<file path="config.mk">
export PLATFORM = sky130hd
export DESIGN_NAME = owire_slave_phy
export DESIGN_NICKNAME = d
export VERILOG_FILES = /design/src/rtl/owire_pkg.sv /design/src/rtl/owire_sync.sv /design/src/rtl/owire_us_tick.sv /design/src/rtl/owire_low_timer.sv /design/src/rtl/owire_slot_fsm.sv /design/src/rtl/owire_slave_phy.sv
export SDC_FILE = /design/constraint.sdc
export NUM_CORES = 1
export LEC_CHECK = 0
export BUFFER_PORTS_ARGS = -buffer_cell sky130_fd_sc_hd__buf_2
export CAP_MARGIN = 20
export CORE_UTILIZATION = 45
export DETAILED_ROUTE_END_ITERATION = 12
export PLACE_DENSITY = 0.61
export SYNTH_ARGS = -nofsm -noshare
export SYNTH_HDL_FRONTEND = slang
export SYNTH_SLANG_ARGS = --single-unit
</file>
<file path="constraint.sdc">
create_clock -name clk_i -period 3 [get_ports clk_i]
set_clock_uncertainty 0.1 [all_clocks]
set_input_delay 0.45 -clock clk_i [delete_from_list [all_inputs] [get_ports clk_i]]
set_output_delay 0.45 -clock clk_i [all_outputs]
set_load 0.01 [all_outputs]
</file>
<file path="src/rtl/owire_pkg.sv">
package owire_pkg;

  typedef enum logic [2:0] {
    ST_IDLE,
    ST_SLOT,
    ST_RST_HI,
    ST_PD_WAIT,
    ST_PD_LOW,
    ST_PD_END
  } phy_state_e;

  typedef struct packed {
    logic rd;
    logic txb;
  } slot_mode_t;

  function automatic int max2(int a, int b);
    return (a > b) ? a : b;
  endfunction

endpackage

</file>
<file path="src/rtl/owire_sync.sv">
module owire_sync #(
  parameter int   STAGES  = 2,
  parameter logic RST_VAL = 1'b1
) (
  input  logic clk_i,
  input  logic rst_ni,
  input  logic d_i,
  output logic q_o
);

  generate
    if (STAGES <= 1) begin : g_single
      logic q_q;
      always_ff @(posedge clk_i or negedge rst_ni) begin
        if (!rst_ni) q_q <= RST_VAL;
        else         q_q <= d_i;
      end
      assign q_o = q_q;
    end else begin : g_chain
      logic [STAGES-1:0] q_q;
      always_ff @(posedge clk_i or negedge rst_ni) begin
        if (!rst_ni) q_q <= {STAGES{RST_VAL}};
        else         q_q <= {q_q[STAGES-2:0], d_i};
      end
      assign q_o = q_q[STAGES-1];
    end
  endgenerate

endmodule

</file>
<file path="src/rtl/owire_us_tick.sv">
module owire_us_tick #(
  parameter int CLK_PER_US = 125
) (
  input  logic clk_i,
  input  logic rst_ni,
  output logic tick_o
);

  localparam int CW = (CLK_PER_US > 1) ? $clog2(CLK_PER_US) : 1;
  localparam logic [CW-1:0] LAST = CW'(CLK_PER_US - 1);

  logic [CW-1:0] cnt_q;

  always_ff @(posedge clk_i or negedge rst_ni) begin
    if (!rst_ni)            cnt_q <= '0;
    else if (cnt_q == LAST) cnt_q <= '0;
    else                    cnt_q <= cnt_q + 1'b1;
  end

  assign tick_o = (cnt_q == LAST);

endmodule

</file>
<file path="src/rtl/owire_low_timer.sv">
module owire_low_timer #(
  parameter int LIMIT_US = 480
) (
  input  logic clk_i,
  input  logic rst_ni,
  input  logic tick_i,
  input  logic line_i,
  output logic long_o
);

  localparam int W = $clog2(LIMIT_US + 1);
  localparam logic [W-1:0] LIM = W'(LIMIT_US);

  logic [W-1:0] cnt_q;

  always_ff @(posedge clk_i or negedge rst_ni) begin
    if (!rst_ni)                  cnt_q <= '0;
    else if (line_i)              cnt_q <= '0;
    else if (tick_i && cnt_q != LIM) cnt_q <= cnt_q + 1'b1;
  end

  assign long_o = (cnt_q == LIM);

endmodule

</file>
<file path="src/rtl/owire_slot_fsm.sv">
module owire_slot_fsm
  import owire_pkg::*;
#(
  parameter int SAMPLE_US   = 30,
  parameter int REL_US      = 45,
  parameter int SLOT_END_US = 55,
  parameter int PD_WAIT_US  = 30,
  parameter int PD_LOW_US   = 120
) (
  input  logic       clk_i,
  input  logic       rst_ni,
  input  logic       tick_i,
  input  logic       bus_s_i,
  input  logic       bus_fall_i,
  input  logic       long_low_i,
  input  logic       tx_req_i,
  input  logic       tx_bit_i,
  output logic       pull_o,
  output logic       rx_valid_o,
  output logic       rx_bit_o,
  output phy_state_e state_o
);

  localparam int MAXV = max2(max2(max2(SAMPLE_US, REL_US), max2(SLOT_END_US, PD_WAIT_US)), PD_LOW_US);
  localparam int SW   = $clog2(MAXV + 1);
  localparam logic [SW-1:0] C_SAMPLE = SW'(SAMPLE_US - 1);
  localparam logic [SW-1:0] C_REL    = SW'(REL_US);
  localparam logic [SW-1:0] C_END    = SW'(SLOT_END_US);
  localparam logic [SW-1:0] C_PDW    = SW'(PD_WAIT_US - 1);
  localparam logic [SW-1:0] C_PDL    = SW'(PD_LOW_US - 1);
  localparam logic [SW-1:0] C_MAX    = SW'(MAXV);

  phy_state_e state_q, state_d;
  logic [SW-1:0] slot_q, slot_d;
  slot_mode_t mode_q, mode_d;
  logic rx_v_q, rx_v_d, rx_b_q, rx_b_d, pull_q, pull_d;

  always_comb begin
    state_d = state_q;
    mode_d  = mode_q;
    rx_v_d  = 1'b0;
    rx_b_d  = rx_b_q;
    slot_d  = slot_q;
    if (tick_i && slot_q != C_MAX) slot_d = slot_q + 1'b1;

    unique case (state_q)
      ST_IDLE: begin
        if (bus_fall_i) begin
          state_d    = ST_SLOT;
          slot_d     = '0;
          mode_d.rd  = tx_req_i;
          mode_d.txb = tx_bit_i;
        end
      end
      ST_SLOT: begin
        if (!mode_q.rd && tick_i && slot_q == C_SAMPLE) begin
          rx_v_d = 1'b1;
          rx_b_d = bus_s_i;
        end
        if (bus_s_i && slot_q >= C_END) state_d = ST_IDLE;
      end
      ST_RST_HI: begin
        if (bus_s_i) begin
          state_d = ST_PD_WAIT;
          slot_d  = '0;
        end
      end
      ST_PD_WAIT: begin
        if (tick_i && slot_q == C_PDW) begin
          state_d = ST_PD_LOW;
          slot_d  = '0;
        end
      end
      ST_PD_LOW: begin
        if (tick_i && slot_q == C_PDL) state_d = ST_PD_END;
      end
      ST_PD_END: begin
        if (bus_s_i) state_d = ST_IDLE;
      end
      default: state_d = ST_IDLE;
    endcase

    // a long low overrides any slot or presence activity
    if (long_low_i && !bus_s_i) state_d = ST_RST_HI;

    pull_d = (state_d == ST_PD_LOW) ||
             (state_d == ST_SLOT && mode_d.rd && !mode_d.txb && slot_d < C_REL);
  end

  always_ff @(posedge clk_i or negedge rst_ni) begin
    if (!rst_ni) begin
      state_q <= ST_IDLE;
      slot_q  <= '0;
      mode_q  <= '0;
      rx_v_q  <= 1'b0;
      rx_b_q  <= 1'b0;
      pull_q  <= 1'b0;
    end else begin
      state_q <= state_d;
      slot_q  <= slot_d;
      mode_q  <= mode_d;
      rx_v_q  <= rx_v_d;
      rx_b_q  <= rx_b_d;
      pull_q  <= pull_d;
    end
  end

  assign pull_o     = pull_q;
  assign rx_valid_o = rx_v_q;
  assign rx_bit_o   = rx_b_q;
  assign state_o    = state_q;

endmodule

</file>
<file path="src/rtl/owire_slave_phy.sv">
module owire_slave_phy
  import owire_pkg::*;
#(
  parameter int CLK_PER_US  = 125,
  parameter int SYNC_STAGES = 2,
  parameter int RST_US      = 480,
  parameter int SAMPLE_US   = 30,
  parameter int REL_US      = 45,
  parameter int SLOT_END_US = 55,
  parameter int PD_WAIT_US  = 30,
  parameter int PD_LOW_US   = 120
) (
  input  logic clk_i,
  input  logic rst_ni,
  input  logic bus_i,
  output logic pull_o,
  output logic rx_valid_o,
  output logic rx_bit_o,
  input  logic tx_bit_i,
  input  logic tx_req_i
);

  logic bus_s, bus_q, bus_fall, us_tick, long_low;
  phy_state_e phy_state;

  owire_sync #(.STAGES(SYNC_STAGES), .RST_VAL(1'b1)) i_sync (
    .clk_i (clk_i),
    .rst_ni(rst_ni),
    .d_i   (bus_i),
    .q_o   (bus_s)
  );

  always_ff @(posedge clk_i or negedge rst_ni) begin
    if (!rst_ni) bus_q <= 1'b1;
    else         bus_q <= bus_s;
  end

  assign bus_fall = bus_q & ~bus_s;

  owire_us_tick #(.CLK_PER_US(CLK_PER_US)) i_tick (
    .clk_i (clk_i),
    .rst_ni(rst_ni),
    .tick_o(us_tick)
  );

  owire_low_timer #(.LIMIT_US(RST_US)) i_low (
    .clk_i (clk_i),
    .rst_ni(rst_ni),
    .tick_i(us_tick),
    .line_i(bus_s),
    .long_o(long_low)
  );

  owire_slot_fsm #(
    .SAMPLE_US  (SAMPLE_US),
    .REL_US     (REL_US),
    .SLOT_END_US(SLOT_END_US),
    .PD_WAIT_US (PD_WAIT_US),
    .PD_LOW_US  (PD_LOW_US)
  ) i_fsm (
    .clk_i     (clk_i),
    .rst_ni    (rst_ni),
    .tick_i    (us_tick),
    .bus_s_i   (bus_s),
    .bus_fall_i(bus_fall),
    .long_low_i(long_low),
    .tx_req_i  (tx_req_i),
    .tx_bit_i  (tx_bit_i),
    .pull_o    (pull_o),
    .rx_valid_o(rx_valid_o),
    .rx_bit_o  (rx_bit_o),
    .state_o   (phy_state)
  );

endmodule

</file>
==> flow_summary.json <==
{
  "outcome": "finished clean",
  "synth_area_sq_um": 1860,
  "avgSynthCellArea_sq_um": 9.67,
  "crit_path_end_kind": "flip-flop",
  "synth_edf_count": 0,
  "p_leak_nw": 0.896,
  "die_h_um": 66.2,
  "cts_tree": "yes",
  "design_area_sq_um": 2050,
  "timing.reg2reg.setup_slack_ns": 0.30,
  "yosys_warnings": 0,
  "cts_made_buffers": 5,
  "port_buffers": 7,
  "drtAntennaViolNets": 0,
  "maxSlewViolCount": 0,
  "vias_per_cell": 5.62,
  "core_area_sq_um": 3800,
  "synth_top_area_frac": 0.418,
  "synth-main-ff-cell": "dfrtp_1",
  "drtIter0Drc": 122,
  "fin_nets": 213,
  "drc_errors": 0,
  "initial_core_util": 0.489,
  "layout-drive-gt1-share": 0.109,
  "diodes": 0,
  "layout_commonest_cell": "dfrtp_1",
  "final.period_utilization": 0.900,
  "die_w_um": 66.2,
  "fin_crit_ns": 2.70,
  "firstDrtPassIters": 4,
  "dieArea_sq_um": 4390,
  "ioPinCount": 8,
  "clockBufferDepth": 2,
  "worstSetupPathType": "reg -> reg",
  "rsz0062_at_grt": "no",
  "place_area_sq_um": 1940,
  "grt_max_degree": 35,
  "worstPathRequired_ns": 3.09,
  "antenna_found_initial": 0,
  "max_freq_mhz": 370,
  "async_reset_ff_frac": 1.00,
  "routabilityCongestion": 0.827,
  "utilization": 0.539,
  "irDropWorstVdd_mv": 0.303,
  "worst_slew_pin_slew_ns": 0.731,
  "synth-seq-cells": 34,
  "cts_resized": 0,
  "area_delta_synth_final_pct": 10.2,
  "hold_buffers": 0,
  "yosysSeqAreaShare": 0.460,
  "clkLatencyLatePin_ns": 0.28,
  "wl_per_cell_um": 14.6,
  "arrival_ns": 2.79,
  "drt-total-wl_um": 3650,
  "track_usage": 0.195,
  "setup_tns_ns": 0,
  "rows": 22,
  "finalSetupViolCount": 0,
  "synth_nets": 204,
  "critPathLaunchType": "flip-flop",
  "dr_total_vias": 1406,
  "postCtsSetupBuffers": 0,
  "power_per_cell_area_nw_per_um2": 475,
  "p_total_w": 0.000972,
  "clock-root-buffer": "clkbuf_8",
  "cts_max_level": 2,
  "cts_sinks": 34,
  "drv_cap": 0,
  "relSlewSlack": 0.512,
  "ys_types": 45,
  "grt_pass1_wl_um": 6470,
  "layout_common_cells": "dfrtp_1, nor2_1, nand2_1",
  "grt_pass1_vias": 1401,
  "hp-class": "in -> async",
  "clkTransAtPathRegs_ns": 0.07,
  "syn-instance-count": 192,
  "fin_hold_ws_ns": 0.117,
  "hpwl_um": 2630,
  "synth_top_area_cell": "dfrtp_1",
  "grt-ovfl-total": 0,
  "hold_violations": 0,
  "synth.area.top_cells": "dfrtp_1, ha_1, nor2_1, dfstp_2, xnor2_1",
  "cp_max_fo": 8
}
registers in the layout, indices dropped and copies added, names as in the netlist, 2 cells and up:
name,count
i_fsm.state_o,3
i_low.cnt_q,9
i_sync.g_chain.q_q,2
i_fsm.slot_q,7
i_fsm.mode_q,2
i_tick.cnt_q,7
final cells by class:
class                      instances  area (sq um)
clock inverter                     1          30.0
tap                               48          60.1
timing repair buffer               9          50.0
multi-input combinational        143           945
fill                             355          1750
clock buffer                       7          76.3
sequential                        34           855
inverter                           8          30.0
power by group:
group | leakage (nW) | internal [W] | switching (W)
Clock | 0.0524 | 0.000249 | 0.000163
Combinational | 0.402 | 0.0000295 | 0.0000309
Sequential | 0.441 | 0.000481 | 0.0000190
Total | 0.896 | 0.000759 | 0.000213
cell families (layout without fill, tap and decap cells):
family,count (synthesis),after routing,synth area share
muxes,4,4,0.0236
xor gates and xnor gates,14,14,0.0660
buffers and inverters,15,25,0.0310
AOI/OAI and AO/OA,31,31,0.117
adders and majority gates,7,7,0.0472
and+or+nand+nor,87,87,0.255
DFF,34,34,0.460
per-layer routing:
metal	part of all wire	up-vias	GRT usage
met3	0.020	5	0.0466
met2	0.47	9	0.310
met1	0.50	690	0.264
li1	-	702	-
met4	0.012	0	0.0559
met5	0	-	0
through the flow:
step           setup WS, ns  std cells
4_1_cts               0.302        250
6_report              0.299        250
3_5_place_dp          0.318        242
2_1_floorplan         0.375        192
5_1_grt               0.165        250
3_3_place_gp          0.395        242
synthesized netlist by cell type, types with 2 or more instances:
master    number
nor4b_1        2
nor2_1        23
and4_1         3
nand2_1       15
ha_1           7
nand4b_1       2
nand3_1       10
xnor2_1        9
nor3b_1        2
dfrtp_1       31
o41ai_1        2
clkbuf_1       6
a21oi_1        7
nor4_1         4
xor2_1         5
nand4_1        5
mux2_1         3
or3b_1         2
inv_1          8
o21ai_1        5
o21ai_0        6
dfstp_2        3
nand2b_1       3
or3_1          2
nor3_1         5
a21o_1         3
critical path: stages, from the launching register on:
cell	delay, ns
dfrtp_1	0.46
inv_1	0.13
ha_1	0.14
or3b_1	0.36
or4_4	0.47
a221oi_4	0.32
nor2_2	0.08
or3_1	0.37
o31ai_2	0.18
worst paths after layout:
check | startpoint | end | depth (start not counted)
min in group clk_i | bus_i | i_sync.g_chain.q_q[0]$_DFF_PN1_ | 1
worst min-delay path | rst_ni | i_tick.cnt_q[3]$_DFF_PN0_ | 1
max in group asynchronous | rst_ni | i_fsm.slot_q[5]$_DFF_PN0_ | 1
worst min register to register | i_sync.g_chain.q_q[0]$_DFF_PN1_ | i_sync.g_chain.q_q[1]$_DFF_PN1_ | 0
worst max register to register | i_fsm.slot_q[1]$_DFF_PN0_ | i_fsm.pull_o$_DFF_PN0_ | 8
worst max-delay path | i_fsm.slot_q[1]$_DFF_PN0_ | i_fsm.pull_o$_DFF_PN0_ | 8
No activity file was read; power rests on OpenSTA's default activity.
